File: src/rtl/cfgs_pkg.sv
`timescale 1ns/100ps
package cfgs_pkg;

    typedef enum logic [2:0] {
        PH_PROG,
        PH_WAIT,
        PH_HDR,
        PH_PRE,
        PH_PAY,
        PH_TAIL,
        PH_START,
        PH_FIN
    } phase_e;

    localparam logic [7:0] BYTE_FILL = 8'hFF;
    localparam logic [7:0] BYTE_SOF  = 8'h4F;
    localparam logic [7:0] BYTE_CHK  = 8'h4B;

    localparam int HDR_LEN   = 8;
    localparam int TAIL_LEN  = 6;
    localparam int START_LEN = 4;

    localparam logic [1:0] ERR_NONE = 2'd0;
    localparam logic [1:0] ERR_FAIL = 2'd1;
    localparam logic [1:0] ERR_TMO  = 2'd2;
    localparam logic [1:0] ERR_LEN  = 2'd3;

    // Header: three fill bytes (the first is a throwaway), start code,
    // a fixed length field the target ignores, then the check code.
    function automatic logic [7:0] hdr_byte(input logic [2:0] i);
        case (i)
            3'd3:    hdr_byte = BYTE_SOF;
            3'd4:    hdr_byte = 8'h80;
            3'd5:    hdr_byte = 8'hAF;
            3'd6:    hdr_byte = 8'h9B;
            3'd7:    hdr_byte = BYTE_CHK;
            default: hdr_byte = BYTE_FILL;
        endcase
    endfunction

    // Frame trailer: check code, then five padding writes.
    function automatic logic [7:0] tail_byte(input logic [2:0] i);
        case (i)
            3'd0, 3'd2: tail_byte = BYTE_CHK;
            default:    tail_byte = BYTE_FILL;
        endcase
    endfunction

endpackage

File: src/rtl/cfgs_byte_mux.sv
`timescale 1ns/100ps
module cfgs_byte_mux
    import cfgs_pkg::*;
(
    input  phase_e     ph,
    input  logic [2:0] idx,
    input  logic       pad,
    input  logic [7:0] src_data,
    output logic [7:0] wr_data
);

    always_comb begin
        case (ph)
            PH_HDR:  wr_data = hdr_byte(idx);
            PH_PRE:  wr_data = BYTE_SOF;
            PH_PAY:  wr_data = pad ? BYTE_FILL : src_data;
            PH_TAIL: wr_data = tail_byte(idx);
            default: wr_data = BYTE_FILL;
        endcase
    end

endmodule

File: src/rtl/cfgs_seq_ctrl.sv
`timescale 1ns/100ps
module cfgs_seq_ctrl
    import cfgs_pkg::*;
#(
    parameter int PULSE_CLKS  = 2500,
    parameter int WAIT_LIMIT  = 1000000,
    parameter int FRAME_BYTES = 21
) (
    input  logic       clk,
    input  logic       rst_n,
    input  logic       init_ok,
    input  logic       done_in,
    input  logic       port_rdy,
    input  logic       src_valid,
    input  logic       src_last,
    output phase_e     ph,
    output logic [2:0] idx,
    output logic       pad,
    output logic       wr_stb,
    output logic       src_ready,
    output logic [1:0] code
);

    localparam int MAX_A = (PULSE_CLKS > WAIT_LIMIT) ? PULSE_CLKS : WAIT_LIMIT;
    localparam int MAX_C = (MAX_A > FRAME_BYTES) ? MAX_A : FRAME_BYTES;
    localparam int CW_R  = $clog2(MAX_C + 1);
    localparam int CW    = (CW_R < 4) ? 4 : CW_R;

    localparam logic [CW-1:0] PULSE_END = CW'(PULSE_CLKS - 1);
    localparam logic [CW-1:0] WAIT_END  = CW'(WAIT_LIMIT - 1);
    localparam logic [CW-1:0] FRM_END   = CW'(FRAME_BYTES - 1);
    localparam logic [CW-1:0] HDR_END   = CW'(HDR_LEN - 1);
    localparam logic [CW-1:0] TAIL_END  = CW'(TAIL_LEN - 1);
    localparam logic [CW-1:0] START_END = CW'(START_LEN - 1);

    typedef struct packed {
        phase_e        ph;
        logic [CW-1:0] cnt;
        logic          pad;
        logic          seen_last;
        logic          len_err;
        logic [1:0]    code;
    } ctl_t;

    ctl_t st_d, st_q;
    logic stb_d;
    logic rdy_d;

    always_comb begin
        st_d  = st_q;
        stb_d = 1'b0;
        rdy_d = (st_q.ph == PH_PAY) && !st_q.pad && port_rdy;
        case (st_q.ph)
            PH_PROG: begin
                if (st_q.cnt == PULSE_END) begin
                    st_d.ph  = PH_WAIT;
                    st_d.cnt = '0;
                end else begin
                    st_d.cnt = st_q.cnt + 1'b1;
                end
            end
            PH_WAIT: begin
                if (init_ok) begin
                    st_d.ph  = PH_HDR;
                    st_d.cnt = '0;
                end else if (st_q.cnt == WAIT_END) begin
                    st_d.ph   = PH_FIN;
                    st_d.code = ERR_TMO;
                end else begin
                    st_d.cnt = st_q.cnt + 1'b1;
                end
            end
            PH_HDR: begin
                if (port_rdy) begin
                    stb_d = 1'b1;
                    if (st_q.cnt == HDR_END) begin
                        st_d.ph  = PH_PRE;
                        st_d.cnt = '0;
                    end else begin
                        st_d.cnt = st_q.cnt + 1'b1;
                    end
                end
            end
            PH_PRE: begin
                // Frame-start decision: ready high, done low, image not ended.
                if (init_ok && !done_in && !st_q.seen_last) begin
                    if (port_rdy) begin
                        stb_d    = 1'b1;
                        st_d.ph  = PH_PAY;
                        st_d.cnt = '0;
                    end
                end else begin
                    st_d.ph  = PH_START;
                    st_d.cnt = '0;
                end
            end
            PH_PAY: begin
                if (st_q.pad) begin
                    stb_d = port_rdy;
                end else if (rdy_d && src_valid) begin
                    stb_d = 1'b1;
                    if (src_last) begin
                        st_d.seen_last = 1'b1;
                        if (st_q.cnt != FRM_END) begin
                            st_d.pad     = 1'b1;
                            st_d.len_err = 1'b1;
                        end
                    end
                end
                if (stb_d) begin
                    if (st_q.cnt == FRM_END) begin
                        st_d.ph  = PH_TAIL;
                        st_d.cnt = '0;
                        st_d.pad = 1'b0;
                    end else begin
                        st_d.cnt = st_q.cnt + 1'b1;
                    end
                end
            end
            PH_TAIL: begin
                if (port_rdy) begin
                    stb_d = 1'b1;
                    if (st_q.cnt == TAIL_END) begin
                        st_d.ph  = PH_PRE;
                        st_d.cnt = '0;
                    end else begin
                        st_d.cnt = st_q.cnt + 1'b1;
                    end
                end
            end
            PH_START: begin
                if (port_rdy) begin
                    stb_d = 1'b1;
                    if (st_q.cnt == START_END) begin
                        st_d.ph = PH_FIN;
                        if (st_q.len_err)
                            st_d.code = ERR_LEN;
                        else if (done_in && st_q.seen_last)
                            st_d.code = ERR_NONE;
                        else
                            st_d.code = ERR_FAIL;
                    end else begin
                        st_d.cnt = st_q.cnt + 1'b1;
                    end
                end
            end
            default: ;
        endcase
    end

    always_ff @(posedge clk or negedge rst_n) begin
        if (!rst_n) begin
            st_q <= '{ph: PH_PROG, cnt: '0, pad: 1'b0, seen_last: 1'b0,
                      len_err: 1'b0, code: ERR_NONE};
        end else begin
            st_q <= st_d;
        end
    end

    assign ph        = st_q.ph;
    assign idx       = st_q.cnt[2:0];
    assign pad       = st_q.pad;
    assign wr_stb    = stb_d;
    assign src_ready = rdy_d;
    assign code      = st_q.code;

endmodule

File: src/rtl/cfg_stream_loader.sv
`timescale 1ns/100ps
module cfg_stream_loader
    import cfgs_pkg::*;
#(
    parameter int PULSE_CLKS  = 2500,
    parameter int WAIT_LIMIT  = 1000000,
    parameter int FRAME_BYTES = 21
) (
    input  logic       clk,
    input  logic       rst_n,
    output logic       cfg_prog_n,
    input  logic       cfg_init_ok,
    input  logic       cfg_done,
    input  logic       cfg_port_rdy,
    output logic       cfg_wr_stb,
    output logic [7:0] cfg_wr_data,
    input  logic [7:0] src_data,
    input  logic       src_valid,
    input  logic       src_last,
    output logic       src_ready,
    output logic       fin,
    output logic [1:0] err_code
);

    phase_e     ph;
    logic [2:0] idx;
    logic       pad;

    cfgs_seq_ctrl #(
        .PULSE_CLKS (PULSE_CLKS),
        .WAIT_LIMIT (WAIT_LIMIT),
        .FRAME_BYTES(FRAME_BYTES)
    ) u_ctrl (
        .clk      (clk),
        .rst_n    (rst_n),
        .init_ok  (cfg_init_ok),
        .done_in  (cfg_done),
        .port_rdy (cfg_port_rdy),
        .src_valid(src_valid),
        .src_last (src_last),
        .ph       (ph),
        .idx      (idx),
        .pad      (pad),
        .wr_stb   (cfg_wr_stb),
        .src_ready(src_ready),
        .code     (err_code)
    );

    cfgs_byte_mux u_mux (
        .ph      (ph),
        .idx     (idx),
        .pad     (pad),
        .src_data(src_data),
        .wr_data (cfg_wr_data)
    );

    assign cfg_prog_n = (ph != PH_PROG);
    assign fin        = (ph == PH_FIN);

endmodule

File: config.mk
export PLATFORM = sky130hd
export DESIGN_NAME = cfg_stream_loader
export DESIGN_NICKNAME = d
export VERILOG_FILES = /design/src/rtl/cfgs_pkg.sv /design/src/rtl/cfgs_byte_mux.sv /design/src/rtl/cfgs_seq_ctrl.sv /design/src/rtl/cfg_stream_loader.sv
export SDC_FILE = /design/constraint.sdc
export NUM_CORES = 1
export LEC_CHECK = 0
export ABC_CLOCK_PERIOD_IN_PS = 3300
export BUFFER_PORTS_ARGS = -buffer_cell sky130_fd_sc_hd__buf_2
export CORE_UTILIZATION = 58
export DETAILED_ROUTE_END_ITERATION = 10
export PLACE_DENSITY = 0.78
export SLEW_MARGIN = 20
export SYNTH_ARGS = -nofsm -noshare
export SYNTH_HDL_FRONTEND = slang
export SYNTH_SLANG_ARGS = --single-unit
export TNS_END_PERCENT = 100
File: constraint.sdc
create_clock -name clk -period 3.3 [get_ports clk]
set_clock_uncertainty 0.05 [all_clocks]
set_input_delay 0.165 -clock clk [delete_from_list [all_inputs] [get_ports clk]]
set_output_delay 0.165 -clock clk [all_outputs]
set_load 0.01 [all_outputs]
Yosys cells after proc, flatten, opt, wreduce, memory -nomap -nowiden:

Index checks and enable logic that the tools add are counted.
Widths: inputs -> output; s select.

* reductions and logical operators: 21
* muxes and demuxes: 43
* add/subtract/negate cells: 1
* bitwise gates (word level): 1
* equality and inequality tests: 35

Operators with widths (count)
* $pmux 23 s7: 1
* $mux 23: 6
* $mux 20: 6
* $eq 20x3->1 const B: 2
* $pmux 8 s5: 1
* $pmux 8 s4: 1
* $mux 3: 9
* $eq 3x3->1 const B: 8
* $mux 24: 1
* $add 20x1->20 const B: 1
* $eq 20x12->1 const B: 1
* $eq 20x2->1 const B: 1
* $eq 20x20->1 const B: 1
* $eq 20x5->1 const B: 1
* $ne 20x5->1 const B: 1
* $mux 8: 2
* $ne 2x2->1 const B: 7
* $eq 3x2->1 const B: 4
* $reduce_and 12->1: 1
* $mux 2: 5
* $ne 2x1->1 const B: 5
* $reduce_and 5->1: 2
* $mux 1: 9
* $reduce_and 8->1: 1
* other kinds (15): 24

* bits of input ports: 15
* logic and storage cells: 107
* register bits: 28
* output and inout bits: 14

Depth between registers and ports, before layout:

* depth in word-level cells: 9
* gate-level depth with buffers: 9
* depth with buffers taken out: 8

Hierarchy:

From an unflattened synthesis, not the netlist that was laid out.

* cell total of the unflattened synthesis: 271
* area, all modules: 2153.3 um^2

By module, submodules not included
* cfgs_seq_ctrl: sequential area each 700.7 um^2, times used 1, cells an instance 235, area an instance 1919.3 um^2
* cfgs_byte_mux: sequential area each 0.0 um^2, times used 1, cells an instance 34, area an instance 220.2 um^2
* cfg_stream_loader: sequential area each 0.0 um^2, times used 1, cells an instance 2, area an instance 13.8 um^2

Worst setup path before layout:

Ideal clock, no wire load.

* path type: register -> register
* start point: reg u_ctrl.st_q (netlist bit u_ctrl.idx[0])
* end point: reg u_ctrl.st_q[10] (netlist bit)
* clock period less this slack: 2403 ps
* stages on the path, launching flop included: 9
* setup slack: 897 ps
* data arrival time: 2249 ps
* path through: dfrtp_1 -> ha_1 -> or4b_1 -> o2111ai_1 -> o21ai_2 -> and3_2 -> or2_1 -> buf_6 -> o41ai_4

* longest elaborated chain between the ends: 4
* elaborated cells between the ends (all ways): 22
* those cells by class: 1 x add/sub; 8 x eq/ne; 12 x mux; 1 x reduce/logical

RTL lines
* from (decl): RTL line cfgs_seq_ctrl.sv:45 `ctl_t st_d, st_q;`
* from (signal assigned): RTL line cfgs_seq_ctrl.sv:153 `st_q <= '{ph: PH_PROG, cnt: '0, pad: 1'b0, seen_last: 1'b0,`
* from (signal assigned): RTL line cfgs_seq_ctrl.sv:156 `st_q <= st_d;`
* $add 20x1->20, or another cell as far along
* $mux 20, on equally long branches
* $mux 23, or another cell as far along: RTL line cfgs_seq_ctrl.sv:132 `if (port_rdy) begin`
* $pmux 23 s7: RTL line cfgs_seq_ctrl.sv:53 `case (st_q.ph)`

Several ways; a longest one is shown, not always the timed one. The select of a mux whose other input is x is not followed.
A chain may end at the register's enable or synchronous reset.

Final worst setup path:

* start point: reg u_ctrl.st_q (netlist bit u_ctrl.ph[1])
* end point: reg u_ctrl.st_q[10] (netlist bit)

* longest elaborated chain between the ends: 9
* elaborated cells between the ends (all ways): 23
* those cells by class: 13 x eq/ne; 4 x mux; 6 x reduce/logical

RTL lines
* $eq 3x3->1: RTL line cfgs_seq_ctrl.sv:52, cfgs_seq_ctrl.sv:53
* $logic_and 1x1->1 (2 in a row): RTL line cfgs_seq_ctrl.sv:52 `rdy_d = (st_q.ph == PH_PAY) && !st_q.pad && port_rdy;`
* $logic_and 1x1->1: RTL line cfgs_seq_ctrl.sv:100 `end else if (rdy_d && src_valid) begin`
* $mux 1: RTL line cfgs_seq_ctrl.sv:100
* $mux 1: RTL line cfgs_seq_ctrl.sv:98 `if (st_q.pad) begin`
* $mux 1: RTL line cfgs_seq_ctrl.sv:53
* $ne 2x2->1 (no line)
* $reduce_and 8->1 (no line)

Several ways; a longest one is shown, not always the timed one. The select of a mux whose other input is x is not followed.

==> out/metrics.yaml <==
status: "finished, final reports clean"
drive_above_1_share_pct: 19.3
synth_top_area_share_pct: 30.7
ys_top_cells_by_area: "dfrtp_1 31%, o21ai_0 7.9%, nand3_1 4.2%, nand2_1 3.6%, ha_1 3.3%"
drc: 0
slew_headroom_pct: 52.4
whs_path_depth: 3
io_pins: 29
start_kind: "flip-flop"
fp.dieArea_um2: 4190
gp_congestion: 0.896
path_max_fanout: 19
wl_um: 5470
postRouteAntennaNets: 0
fin_nets: 317
insertion_delay_ns: 0.29
dr.pass1.iters: 4
cts_buffer_depth: 2
synthToLayoutAreaGrowth_pct: 7.95
startpoint: "u_ctrl.ph[1]"
post-cts-setup-buffers: 0
leakage_nw: 1.06
r2r_slack_ns: 0.35
crit_required_ns: 3.44
hold_violations: 0
die_h_um: 64.7
dieWidth_um: 64.7
core_um2: 3720
multi_input_area_um2: 1420
root_buffer: "clkbuf_8"
cts.sinks: 28
grt_pass1_wl_um: 9430
synth_seq_cells: 28
period_share_pct: 89.5
cts_tree: "yes"
rr_worst_depth: 6
n_antenna_cell: 0
final_core_util_pct: 66.3
synth_area_um2: 2280
place_hpwl_um: 3960
grt_overflow_total: 0
powerDensity_nw_per_um2: 794
via_count: 2192
endpoint: "u_ctrl.st_q[10]"
post_cts_resized: 0
cap_violations: 0
synthesis.nets: 298
port_buffers: 28
ir_worst_vdd_uv: 546
total_power_mw: 1.96
grt_max_degree: 29
rsz0062_at_grt: "false"
start_util_pct: 61.4
cts.clk_slew.worst_paths_ns: 0.11
async_flop_share_pct: 100
cts-buffers-inserted: 3
ys_seq_area_share_pct: 30.7
critPathCaptureType: "flip-flop"
synth-main-ff-cell: "dfrtp_1"
r2r-end: "u_ctrl.st_q[10]"
hp-class: "in2reg"
synth_cell_types: 54
min_period_ns: 2.95
vias_per_cell: 6.39
drv_slew: 0
drt-wirelength-per-cell_um: 15.9
htree_levels: 1
grt.total_usage_pct: 28.4
setup_tns_ns: 0
yosysTopAreaCell: "dfrtp_1"
fmax_mhz: 339
path_class: "reg2reg"
regArea_um2: 701
tightest_slew_ns: 0.711
cts.hold.buffers_added: 1
worst_hold_slack_ns: 0.153
num-fill-cells: 336
synth_area_per_cell_um2: 8.24
drtIter0Drc: 149
synth_edf_count: 0
setup_viol: 0
yosysWarnings: 0
regToRegStartpoint: "u_ctrl.ph[1]"
arrival_ns: 3.09
rows: 22
antenna_found_initial: 0
grt_pass1_vias: 2004
postSynthCellCount: 277
[worst min path at each step]
stage,from,to,slack [ns]
floorplan,rst_n,u_ctrl.code[0],-0.18
global placement,rst_n,u_ctrl.idx[0],0.18
detailed placement,rst_n,u_ctrl.idx[2],0.18
CTS,src_last,u_ctrl.pad,0.16
global route,src_last,u_ctrl.pad,0.16
finish,src_last,u_ctrl.pad,0.15
[area by class of cell]
class                      count  area share (%)
clock inverter                 1            1.22
timing repair buffer          32            7.01
multi-input combinational    221            57.7
tap                           48            2.44
inverter                      10            1.52
sequential                    28            28.4
clock buffer                   3            1.68
[layout by cell type (no fill, tap or decap), drive strengths merged, types with 5 or more instances in the layout]
cell,Yosys,routed
nor2b,5,5
a21oi,6,6
dfrtp,28,28
nand4,6,6
a22o,5,5
a21o,6,6
o21ai,41,41
nand3,19,19
and3,5,5
buf,11,31
nand2,22,22
o31ai,8,8
nand2b,8,8
nor2,19,19
a31oi,6,6
inv,10,10
nor4,7,7
nor3,11,11
a2bb2oi,6,6
ha,6,6
[synth_stat cells (all sizes together) (2+ instances only)]
library cell and number:
mux2 2, a21oi 6, nor3b 2, nor3 11, nand4 6, or3b 3
o21ai 41, a22oi 3, clkbuf 7, nor2b 5, a2bb2oi 6, o31a 2
nor2 19, a22o 5, nor4 7, or2 3, nand2b 8, ha 6
and3 5, nand2 22, nand3 19, a21o 6, or4 2, o21bai 2
buf 11, o31ai 8, a31oi 6, dfrtp 28, inv 10
[power by group]
group          leakage [nW]  internal [mW]  total [mW]  switching, mW
Combinational         0.648          0.445        1.11          0.665
Clock                0.0357          0.163       0.282          0.119
Sequential            0.373          0.409       0.566          0.158
Total                  1.06           1.02        1.96          0.942
[cell families (layout without fill, tap and decap cells)]
family,Yosys count,in the layout,synth area share [%]
flip-flops,28,28,30.7
buffers and inverters,28,46,7.01
multiplexers,2,2,0.986
AND/OR/NAND/NOR,117,117,28.2
adder cells (fa/ha/maj),6,6,3.29
AO/OA/AOI/OAI,96,96,29.9
[sequential cells by signal, indices dropped and copies added (netlist names)]
name         flops
u_ctrl.idx       3
u_ctrl.pad       1
u_ctrl.ph        3
u_ctrl.st_q     19
u_ctrl.code      2
[metrics by stage]
| stage | instance area (um^2) | std cells | worst slack (ns) |
|---|---|---|---|
| global route | 2460 | 343 | 0.186 |
| floorplan | 2280 | 277 | 0.897 |
| global placement | 2380 | 338 | 0.419 |
| detailed placement | 2380 | 338 | 0.396 |
| CTS | 2460 | 343 | 0.369 |
| finish | 2460 | 343 | 0.347 |
[metal layers]
metal | wire length (um) | up-vias | GRT usage (%)
li1 | - | 1072 | -
met1 | 2630 | 1054 | 41.0
met2 | 2530 | 60 | 46.0
met3 | 259 | 6 | 2.82
met4 | 51 | 0 | 6.11
met5 | 0 | - | 0
[critical path, stage by stage (launching register included)]
cell and delay [ns]:
dfrtp_1 0.68, nor2b_1 0.15, a21o_1 0.18, a222oi_1 0.38
or3b_1 0.55, or2_1 0.50, o41ai_4 0.36
No activity file was read; power rests on OpenSTA's default activity.
